`src/rtl/pwm_force_pkg.sv`:
```
package pwm_force_pkg;

    // Two bits of one pair: bit 0 is channel n, bit 1 is channel n+1.
    typedef logic [1:0] pair_bits_t;

    // How a pair is driven, decoded straight from its two live enables.
    typedef enum logic [1:0] {
        PAIR_FREE       = 2'b00,
        PAIR_FORCE_EVEN = 2'b01,
        PAIR_FORCE_ODD  = 2'b10,
        PAIR_FORCE_BOTH = 2'b11
    } pair_mode_e;

    function automatic pair_mode_e decode_mode(pair_bits_t en);
        return pair_mode_e'(en);
    endfunction

endpackage

```
`src/rtl/force_shadow_reg.sv`:
```
module force_shadow_reg #(
    parameter int unsigned CH = 8
) (
    input  logic          clk_i,
    input  logic          rst_ni,
    input  logic          wr_i,
    input  logic [CH-1:0] wr_en_i,
    input  logic [CH-1:0] wr_val_i,
    input  logic          sync_i,
    output logic [CH-1:0] buf_en_o,
    output logic [CH-1:0] buf_val_o,
    output logic [CH-1:0] act_en_o,
    output logic [CH-1:0] act_val_o
);

    typedef struct packed {
        logic [CH-1:0] buf_en;
        logic [CH-1:0] buf_val;
        logic [CH-1:0] act_en;
        logic [CH-1:0] act_val;
    } shadow_t;

    shadow_t s_d, s_q;

    always_comb begin
        s_d = s_q;
        // The live copy takes the buffer as it stood before this edge.
        if (sync_i) begin
            s_d.act_en  = s_q.buf_en;
            s_d.act_val = s_q.buf_val;
        end
        if (wr_i) begin
            s_d.buf_en  = wr_en_i;
            s_d.buf_val = wr_val_i;
        end
    end

    always_ff @(posedge clk_i or negedge rst_ni) begin
        if (!rst_ni) begin
            s_q <= '0;
        end else begin
            s_q <= s_d;
        end
    end

    assign buf_en_o  = s_q.buf_en;
    assign buf_val_o = s_q.buf_val;
    assign act_en_o  = s_q.act_en;
    assign act_val_o = s_q.act_val;

endmodule

```
`src/rtl/force_pair_mux.sv`:
```
module force_pair_mux
    import pwm_force_pkg::*;
(
    input  pair_bits_t gen_i,
    input  logic       comp_i,
    input  pair_bits_t en_i,
    input  pair_bits_t val_i,
    output pair_bits_t pin_d_o
);

    pair_mode_e mode;

    always_comb begin
        mode = decode_mode(en_i);
        unique case (mode)
            PAIR_FREE:       pin_d_o = gen_i;
            PAIR_FORCE_EVEN: pin_d_o = {gen_i[1], val_i[0]};
            PAIR_FORCE_ODD:  pin_d_o = {val_i[1], gen_i[0]};
            PAIR_FORCE_BOTH: begin
                // Complementary pair must never have both pins high.
                if (comp_i && (val_i == 2'b11)) begin
                    pin_d_o = 2'b01;
                end else begin
                    pin_d_o = val_i;
                end
            end
            default:         pin_d_o = gen_i;
        endcase
    end

endmodule

```
`src/rtl/pwm_force_unit.sv`:
```
module pwm_force_unit
    import pwm_force_pkg::*;
#(
    parameter int unsigned NUM_PAIRS = 4
) (
    input  logic                   clk_i,
    input  logic                   rst_ni,
    input  logic [2*NUM_PAIRS-1:0] gen_i,
    input  logic [NUM_PAIRS-1:0]   comp_i,
    input  logic                   wr_i,
    input  logic [2*NUM_PAIRS-1:0] wr_en_i,
    input  logic [2*NUM_PAIRS-1:0] wr_val_i,
    input  logic                   sync_i,
    output logic [2*NUM_PAIRS-1:0] pin_o
);

    localparam int unsigned CH = 2 * NUM_PAIRS;

    typedef struct packed {
        logic [CH-1:0] pin;
    } out_t;

    logic [CH-1:0] buf_en, buf_val, act_en, act_val;
    logic [CH-1:0] mux_pin;
    out_t          o_d, o_q;

    force_shadow_reg #(.CH(CH)) shadow_i (
        .clk_i     (clk_i),
        .rst_ni    (rst_ni),
        .wr_i      (wr_i),
        .wr_en_i   (wr_en_i),
        .wr_val_i  (wr_val_i),
        .sync_i    (sync_i),
        .buf_en_o  (buf_en),
        .buf_val_o (buf_val),
        .act_en_o  (act_en),
        .act_val_o (act_val)
    );

    for (genvar p = 0; p < NUM_PAIRS; p++) begin : g_pair
        force_pair_mux mux_i (
            .gen_i   (gen_i[2*p +: 2]),
            .comp_i  (comp_i[p]),
            .en_i    (act_en[2*p +: 2]),
            .val_i   (act_val[2*p +: 2]),
            .pin_d_o (mux_pin[2*p +: 2])
        );
    end

    always_comb begin
        o_d     = o_q;
        o_d.pin = mux_pin;
    end

    always_ff @(posedge clk_i or negedge rst_ni) begin
        if (!rst_ni) begin
            o_q <= '0;
        end else begin
            o_q <= o_d;
        end
    end

    assign pin_o = o_q.pin;

endmodule

```
`config.mk`:
```
export PLATFORM = sky130hd
export DESIGN_NAME = pwm_force_unit
export DESIGN_NICKNAME = d
export VERILOG_FILES = /design/src/rtl/pwm_force_pkg.sv /design/src/rtl/force_shadow_reg.sv /design/src/rtl/force_pair_mux.sv /design/src/rtl/pwm_force_unit.sv
export SDC_FILE = /design/constraint.sdc
export NUM_CORES = 1
export LEC_CHECK = 0
export ABC_CLOCK_PERIOD_IN_PS = 1250
export BUFFER_PORTS_ARGS = -buffer_cell sky130_fd_sc_hd__buf_2
export CAP_MARGIN = 40
export CORE_UTILIZATION = 25
export DETAILED_ROUTE_END_ITERATION = 10
export GPL_TIMING_DRIVEN = 0
export PLACE_DENSITY = 0.54
export SYNTH_ARGS = -nofsm -noshare
export SYNTH_HDL_FRONTEND = slang
export SYNTH_HIERARCHICAL = 1
export SYNTH_SLANG_ARGS = --single-unit
```
`constraint.sdc`:
```
create_clock -name clk_i -period 1.25 [get_ports clk_i]
set_clock_uncertainty 0.15 [all_clocks]
set_input_delay 0.1875 -clock clk_i [delete_from_list [all_inputs] [get_ports clk_i]]
set_output_delay 0.1875 -clock clk_i [all_outputs]
set_load 0.03 [all_outputs]
```
==> results of run 1 <==
-- synth_stat cells --
cell type,number
sky130_fd_sc_hd__mux2_2,16
sky130_fd_sc_hd__dfrtp_1,40
sky130_fd_sc_hd__a41oi_1,4
sky130_fd_sc_hd__mux2_4,20
sky130_fd_sc_hd__buf_6,2
sky130_fd_sc_hd__mux2i_1,4
sky130_fd_sc_hd__buf_12,2
-- worst max path at each step --
stage,from,end
after floorplan,sync_i,shadow_i/act_en_o[0]
after global placement,rst_ni,shadow_i/act_en_o[2]
after detailed placement,wr_i,shadow_i/buf_en_o[4]
after CTS,pin_o[7],pin_o[7]
after global routing,pin_o[7],pin_o[7]
final,pin_o[7],pin_o[7]
-- power groups by stage --
stage | Sequential (mW) | Combinational [mW] | Clock (mW)
6_report | 1.57 | 0.588 | 1.04
2_1_floorplan | 1.67 | 0.277 | 0
5_1_grt | 1.60 | 0.639 | 1.14
3_3_place_gp | 1.59 | 0.516 | 0
4_1_cts | 1.58 | 0.598 | 1.08
3_5_place_dp | 1.60 | 0.538 | 0
-- area by class of cell --
type | count | area (µm²)
clock inverters | 3 | 42.54
well taps | 75 | 93.84
multi-input cells | 44 | 555.5
clock buffers | 5 | 68.82
repair buffers | 63 | 455.4
plain buffers | 4 | 62.56
fillers | 607 | 3816
flip-flops and latches | 40 | 1001
-- placed cells by master, fill, tap and decap left out --
master and instances:
sky130_fd_sc_hd__dfrtp_1 40, sky130_fd_sc_hd__buf_2 37, sky130_fd_sc_hd__dlygate4sd3_1 25, sky130_fd_sc_hd__mux2_4 20, sky130_fd_sc_hd__mux2_2 16, sky130_fd_sc_hd__clkbuf_8 5
sky130_fd_sc_hd__mux2i_1 4, sky130_fd_sc_hd__a41oi_1 4, sky130_fd_sc_hd__buf_12 3, sky130_fd_sc_hd__buf_6 2, sky130_fd_sc_hd__clkinvlp_4 1, sky130_fd_sc_hd__clkinv_2 1
sky130_fd_sc_hd__bufinv_16 1
-- state kept, by name, indices dropped and copies added, names as in the netlist --
signal              flops
pin_o                   8
shadow_i/act_en_o       8
shadow_i/act_val_o      8
shadow_i/buf_en_o       8
shadow_i/buf_val_o      8
-- routing by layer --
layer,global-route usage,wire length [µm],vias up
met5,0,0,-
met4,0.04211,45,0
met3,0.03736,185,7
met2,0.1620,1400,33
met1,0.1370,1420,482
li1,-,-,456
-- cells by family (layout without fill, tap and decap cells) --
kind of cell / count (synthesis) / in the layout / synth area share
mux: 40 / 40 / 0.3215
compound gates: 4 / 4 / 0.02164
flops: 40 / 40 / 0.6182
buf+inv: 4 / 75 / 0.03864
==> insert_results.sql, run 1 <==
INSERT INTO impl_metrics (metric_group, metric, value, unit) VALUES
('run_status', 'outcome', 'complete, no violations', ''),
('worst_setup_path', 'crit_buf_inv', '1', ''),
('hold_path', 'hold-path-endpoint', 'shadow_i/buf_val_o[7]', ''),
('routing', 'post_drt_via_cell_ratio', '4.179', ''),
('finish', 'layout-area-overhead-vs-synth', '40.80', '%'),
('place', 'place.gp.congestion', '0.6175', ''),
('finish', 'layout.nets', '190', ''),
('floorplan', 'start_util', '0.2656', ''),
('power_and_ir_drop', 'share_comb_of_total_power', '0.184', ''),
('clock_network', 'path_clk_slew', '0.08', 'ns'),
('sta', 'fin_crit', '1.174', 'ns'),
('finish', 'finalInstanceArea', '2280', 'µm²'),
('worst_setup_path', 'slowest_delay', '0.37', 'ns'),
('clock_network', 'cts_made_buffers', '5', ''),
('yosys', 'synthDistinctLibCells', '7', ''),
('global_route', 'grt_max_degree', '35', ''),
('power_and_ir_drop', 'switching_share', '0.2484', ''),
('worst_setup_path', 'r2r-start', 'shadow_i/act_en_o[6]', ''),
('global_route', 'via_count_of_the_first_global_routing_pass', '1055', ''),
('worst_setup_path', 'cp_data_required_time', '0.91', 'ns'),
('sta', 'rsz0062_at_grt', 'false', ''),
('sta', 'worst_slack', '0.07603', 'ns'),
('floorplan', 'fp.dieArea', '6802', 'µm²'),
('floorplan', 'ios', '40', ''),
('sta', 'fin_hold_ws', '0.04808', 'ns'),
('place', 'port_buffers', '37', ''),
('routing', 'drc_errors', '0', ''),
('global_route', 'grt_antenna_before_repair', '0', ''),
('place', 'dpl_worst_slack', '0.1884', 'ns'),
('clock_network', 'cts.path.max_buffers', '2', ''),
('yosys', 'net_count_after_synthesis', '120', ''),
('sta', 'totalNegativeSetupSlack', '0', 'ns'),
('hold_path', 'hold_path_depth', '2', ''),
('sta', 'max_clock_freq', '851.8', 'MHz'),
('floorplan', 'floorplan.core_area', '6096', 'µm²'),
('place', 'dpl_cell_area', '1918', 'µm²'),
('power_and_ir_drop', 'power_density', '1403', 'nW/µm²'),
('clock_network', 'clockRootBuffer', 'sky130_fd_sc_hd__clkbuf_8', ''),
('global_route', 'grt_remaining_overflow', '0', ''),
('routing', 'post_route_antenna_net_violation_count', '0', ''),
('global_route', 'grt_first_pass_wirelength', '5147', 'µm'),
('routing', 'detail_route.first_pass.iterations', '2', ''),
('sta', 'worst_slew_pin_slew', '0.1960', 'ns'),
('worst_setup_path', 'timing.reg2reg.worst_path_depth', '1', ''),
('power_and_ir_drop', 'clock_power_share', '0.325', ''),
('worst_setup_path', 'worst_path_cell_trace', 'buf_2', ''),
('yosys', 'synthesis.area_per_instance', '18.40', 'µm²'),
('floorplan', 'die_w', '82.48', 'µm'),
('power_and_ir_drop', 'sequentialPowerShare', '0.491', ''),
('global_route', 'global_route.usage.total', '0.1062', ''),
('power_and_ir_drop', 'irDropWorstVdd', '564.1', 'µV'),
('clock_network', 'cts.repair.resized', '0', ''),
('clock_network', 'post_cts_buffers', '0', ''),
('hold_path', 'hold_path_class', 'input pin to register', ''),
('clock_network', 'holdBufCountCts', '25', ''),
('worst_setup_path', 'worstReg2RegEnd', 'pin_o[6]', ''),
('clock_network', 'clock_insertion_delay_worst_skew', '0.29', 'ns'),
('yosys', 'yosys.area.top_type_share', '0.6182', ''),
('routing', 'num_vias', '978', ''),
('yosys', 'yosys.area.top_type', 'sky130_fd_sc_hd__dfrtp_1', ''),
('routing', 'detailedRoute.firstIterationViolations', '19', ''),
('place', 'placedCellCount', '201', ''),
('clock_network', 'tritoncts', 'done', ''),
('finish', 'final_cell_count_no_fill', '234', ''),
('routing', 'routed_wl_per_cell', '13.04', 'µm'),
('sta', 'layout_worst_path_cycle_share', '0.9392', ''),
('clock_network', 'cts-htree-levels', '2', ''),
('power_and_ir_drop', 'cellInternalPower', '2.404', 'mW'),
('power_and_ir_drop', 'power.total', '3.199', 'mW'),
('worst_setup_path', 'critPathMaxFanout', '1', ''),
('worst_setup_path', 'critical-path-top-delay-family', 'flip-flops', '');
(Power assumes the default switching activity.)
==> run 2, diff against run 1 <==
--- a/config.mk
+++ b/config.mk
@@ -5,13 +5,14 @@
 export SDC_FILE = /design/constraint.sdc
 export NUM_CORES = 1
 export LEC_CHECK = 0
-export ABC_CLOCK_PERIOD_IN_PS = 1250
+export ABC_CLOCK_PERIOD_IN_PS = 1300
 export BUFFER_PORTS_ARGS = -buffer_cell sky130_fd_sc_hd__buf_2
 export CAP_MARGIN = 40
-export CORE_UTILIZATION = 25
+export CORE_UTILIZATION = 51
+export CTS_CLUSTER_SIZE = 28
 export DETAILED_ROUTE_END_ITERATION = 10
 export GPL_TIMING_DRIVEN = 0
-export PLACE_DENSITY = 0.54
+export PLACE_DENSITY = 0.87
 export SYNTH_ARGS = -nofsm -noshare
 export SYNTH_HDL_FRONTEND = slang
 export SYNTH_HIERARCHICAL = 1
==> constraint.sdc (replaced) <==
create_clock -name clk_i -period 1.3 [get_ports clk_i]
set_clock_uncertainty 0.15 [all_clocks]
set_input_delay 0.195 -clock clk_i [delete_from_list [all_inputs] [get_ports clk_i]]
set_output_delay 0.195 -clock clk_i [all_outputs]
set_load 0.03 [all_outputs]
==> insert_results.sql, run 2 (synthesized netlist as in run 1, its figures left out) <==
INSERT INTO impl_metrics (metric_group, metric, value, unit) VALUES
('hold_path', 'hold_path_class', 'input pin to register', ''),
('worst_setup_path', 'element_type_at_the_critical_path_end', 'register', ''),
('finish', 'mostFrequentLayoutCell', 'sky130_fd_sc_hd__dfrtp_1', ''),
('finish', 'final_core_util', '0.7244', ''),
('floorplan', 'floorplan.die.height', '58.35', 'µm'),
('sta', 'setup_viol', '0', ''),
('worst_setup_path', 'crit_startpoint', 'sync_i', ''),
('finish', 'layout-area-overhead-vs-synth', '35.47', '%'),
('sta', 'layout_worst_path_cycle_share', '0.9760', ''),
('worst_setup_path', 'critical_path_arrival', '1.35', 'ns'),
('flow_run', 'max_cap_viol_count', '0', ''),
('clock_network', 'cts.path.max_buffers', '2', ''),
('sta', 'worst_slew_pin_slew', '0.5200', 'ns'),
('floorplan', 'rows', '20', ''),
('sta', 'relSlewSlack', '0.6533', ''),
('global_route', 'grt_remaining_overflow', '0', ''),
('finish', 'layout.cells.most_common_list', 'sky130_fd_sc_hd__dfrtp_1, sky130_fd_sc_hd__buf_2, sky130_fd_sc_hd__dlygate4sd3_1', ''),
('routing', 'post_drt_via_cell_ratio', '4.716', ''),
('sta', 'finalHoldViolations', '0', ''),
('sta', 'totalNegativeSetupSlack', '0', 'ns'),
('finish', 'antenna-diode-count', '0', ''),
('worst_setup_path', 'cp_data_required_time', '1.38', 'ns'),
('finish', 'layout.nets', '191', ''),
('clock_network', 'clock_insertion_delay_worst_skew', '0.34', 'ns'),
('routing', 'post_route_antenna_net_violation_count', '0', ''),
('global_route', 'grt_max_degree', '41', ''),
('clock_network', 'post_cts_buffers', '0', ''),
('worst_setup_path', 'endpoint', 'shadow_i/act_en_o[0]', ''),
('worst_setup_path', 'timing.reg2reg.worst_path_depth', '1', ''),
('routing', 'drc_errors', '0', ''),
('clock_network', 'cts-htree-levels', '2', ''),
('power_and_ir_drop', 'power.total', '2.717', 'mW'),
('place', 'place.gp.congestion', '0.6612', ''),
('floorplan', 'floorplan.core_area', '3028', 'µm²'),
('place', 'detailed_place_hpwl', '1780', 'µm'),
('floorplan', 'start_util', '0.5347', ''),
('power_and_ir_drop', 'irDropWorstVdd', '825.0', 'µV'),
('worst_setup_path', 'ff2ff_setup_slack', '0.29', 'ns'),
('clock_network', 'clockRootBuffer', 'sky130_fd_sc_hd__clkbuf_4', ''),
('worst_setup_path', 'r2r-start', 'shadow_i/act_en_o[0]', ''),
('worst_setup_path', 'worstReg2RegEnd', 'pin_o[0]', ''),
('power_and_ir_drop', 'p_leak', '1.053', 'nW'),
('routing', 'num_vias', '962', ''),
('clock_network', 'path_clk_slew', '0.12', 'ns'),
('sta', 'fin_crit', '1.269', 'ns'),
('routing', 'detailedRoute.firstIterationViolations', '12', ''),
('global_route', 'grt_antenna_before_repair', '0', ''),
('place', 'dpl_worst_slack', '0.2369', 'ns'),
('floorplan', 'die_w', '58.35', 'µm'),
('routing', 'routed_wl_per_cell', '14.19', 'µm'),
('floorplan', 'ios', '40', ''),
('sta', 'rsz0062_at_grt', 'false', ''),
('floorplan', 'fp.dieArea', '3404', 'µm²'),
('clock_network', 'cts_made_buffers', '5', ''),
('finish', 'final_layout_size_suffix_gt1_frac', '0.5313', ''),
('global_route', 'grt_first_pass_wirelength', '4802', 'µm'),
('place', 'port_buffers', '37', ''),
('worst_setup_path', 'timing_worst_setup_path_type', 'input pin to register', ''),
('worst_setup_path', 'cp-start-kind', 'input pin', ''),
('clock_network', 'total_clock_sinks', '40', ''),
('sta', 'timing_max_transition_violations_final', '0', ''),
('clock_network', 'tritoncts', 'done', ''),
('power_and_ir_drop', 'power_density', '1239', 'nW/µm²'),
('worst_setup_path', 'critPathMaxFanout', '10', ''),
('routing', 'detail_route.first_pass.iterations', '4', ''),
('global_route', 'global_route.usage.total', '0.2024', ''),
('routing', 'routed_wirelength', '2895', 'µm'),
('run_status', 'outcome', 'complete, no violations', ''),
('sta', 'worst_slack', '0.03120', 'ns'),
('global_route', 'via_count_of_the_first_global_routing_pass', '1018', ''),
('sta', 'fin_hold_ws', '0.006771', 'ns'),
('sta', 'max_clock_freq', '788.1', 'MHz');
[run 2: cell count changes in the layout (fill, tap and decap cells not counted), sizes merged]
cell,change
buf,-2
dlygate4sd3,+2
clkinvlp,-1
bufinv,-1
clkinv,+1
clkbuf,+2
[run 2: area by class of cell]
type | count | area, µm²
buffer | 4 | 62.56
clock buffer | 6 | 51.30
clock inverter | 2 | 10.01
fill | 219 | 834.6
multi-input combinational | 44 | 555.5
sequential | 40 | 1001
tap | 44 | 55.05
timing repair buffer | 64 | 457.9
[run 2: power by group]
part | switching [mW] | internal (mW) | leakage (nW) | total, mW
Sequential | 0.0983 | 1.41 | 0.469 | 1.51
Combinational | 0.235 | 0.330 | 0.546 | 0.565
Clock | 0.385 | 0.258 | 0.0380 | 0.642
Total | 0.718 | 2.00 | 1.05 | 2.72
[run 2: critical path, cell delays in order]
cell                            delay (ns)
sky130_fd_sc_hd__dlygate4sd3_1        0.55
sky130_fd_sc_hd__buf_6                0.15
sky130_fd_sc_hd__buf_12               0.15
sky130_fd_sc_hd__mux2_4               0.30
[run 2: per-stage QoR]
step	std cells	cell area (µm²)
floorplan	88	1619
global placement	169	1859
detailed placement	169	1859
CTS	204	2191
global route	204	2193
finish	204	2193
[run 2: repair_timing]
item                                    CTS  global route
hold buffers                             27             0
endpoints found under the hold margin    66             0
gates resized for setup                   0             1
endpoints found under the setup margin    0            40
[run 2: worst min path at each step]
| stage | startpoint | to | slack [ns] | cells past startpoint |
|---|---|---|---|---|
| 6_report | gen_i[3] | pin_o[3] | 0.007 | 3 |
| 5_1_grt | gen_i[1] | pin_o[1] | 0.01 | 3 |
| 4_1_cts | gen_i[3] | pin_o[3] | 0.00003 | 3 |
| 3_5_place_dp | rst_ni | pin_o[2] | 0.20 | 1 |
| 3_3_place_gp | rst_ni | shadow_i/act_en_o[3] | 0.18 | 1 |
| 2_1_floorplan | rst_ni | pin_o[0] | -0.25 | 0 |
[run 2: layer usage]
layer  global-route usage  wire length [µm]  vias up
met4               0.1020                48        0
met2               0.3366              1485       30
met5                    0                 0        -
met1               0.2504              1250      471
met3              0.04615               110        5
li1                     -                 -      456
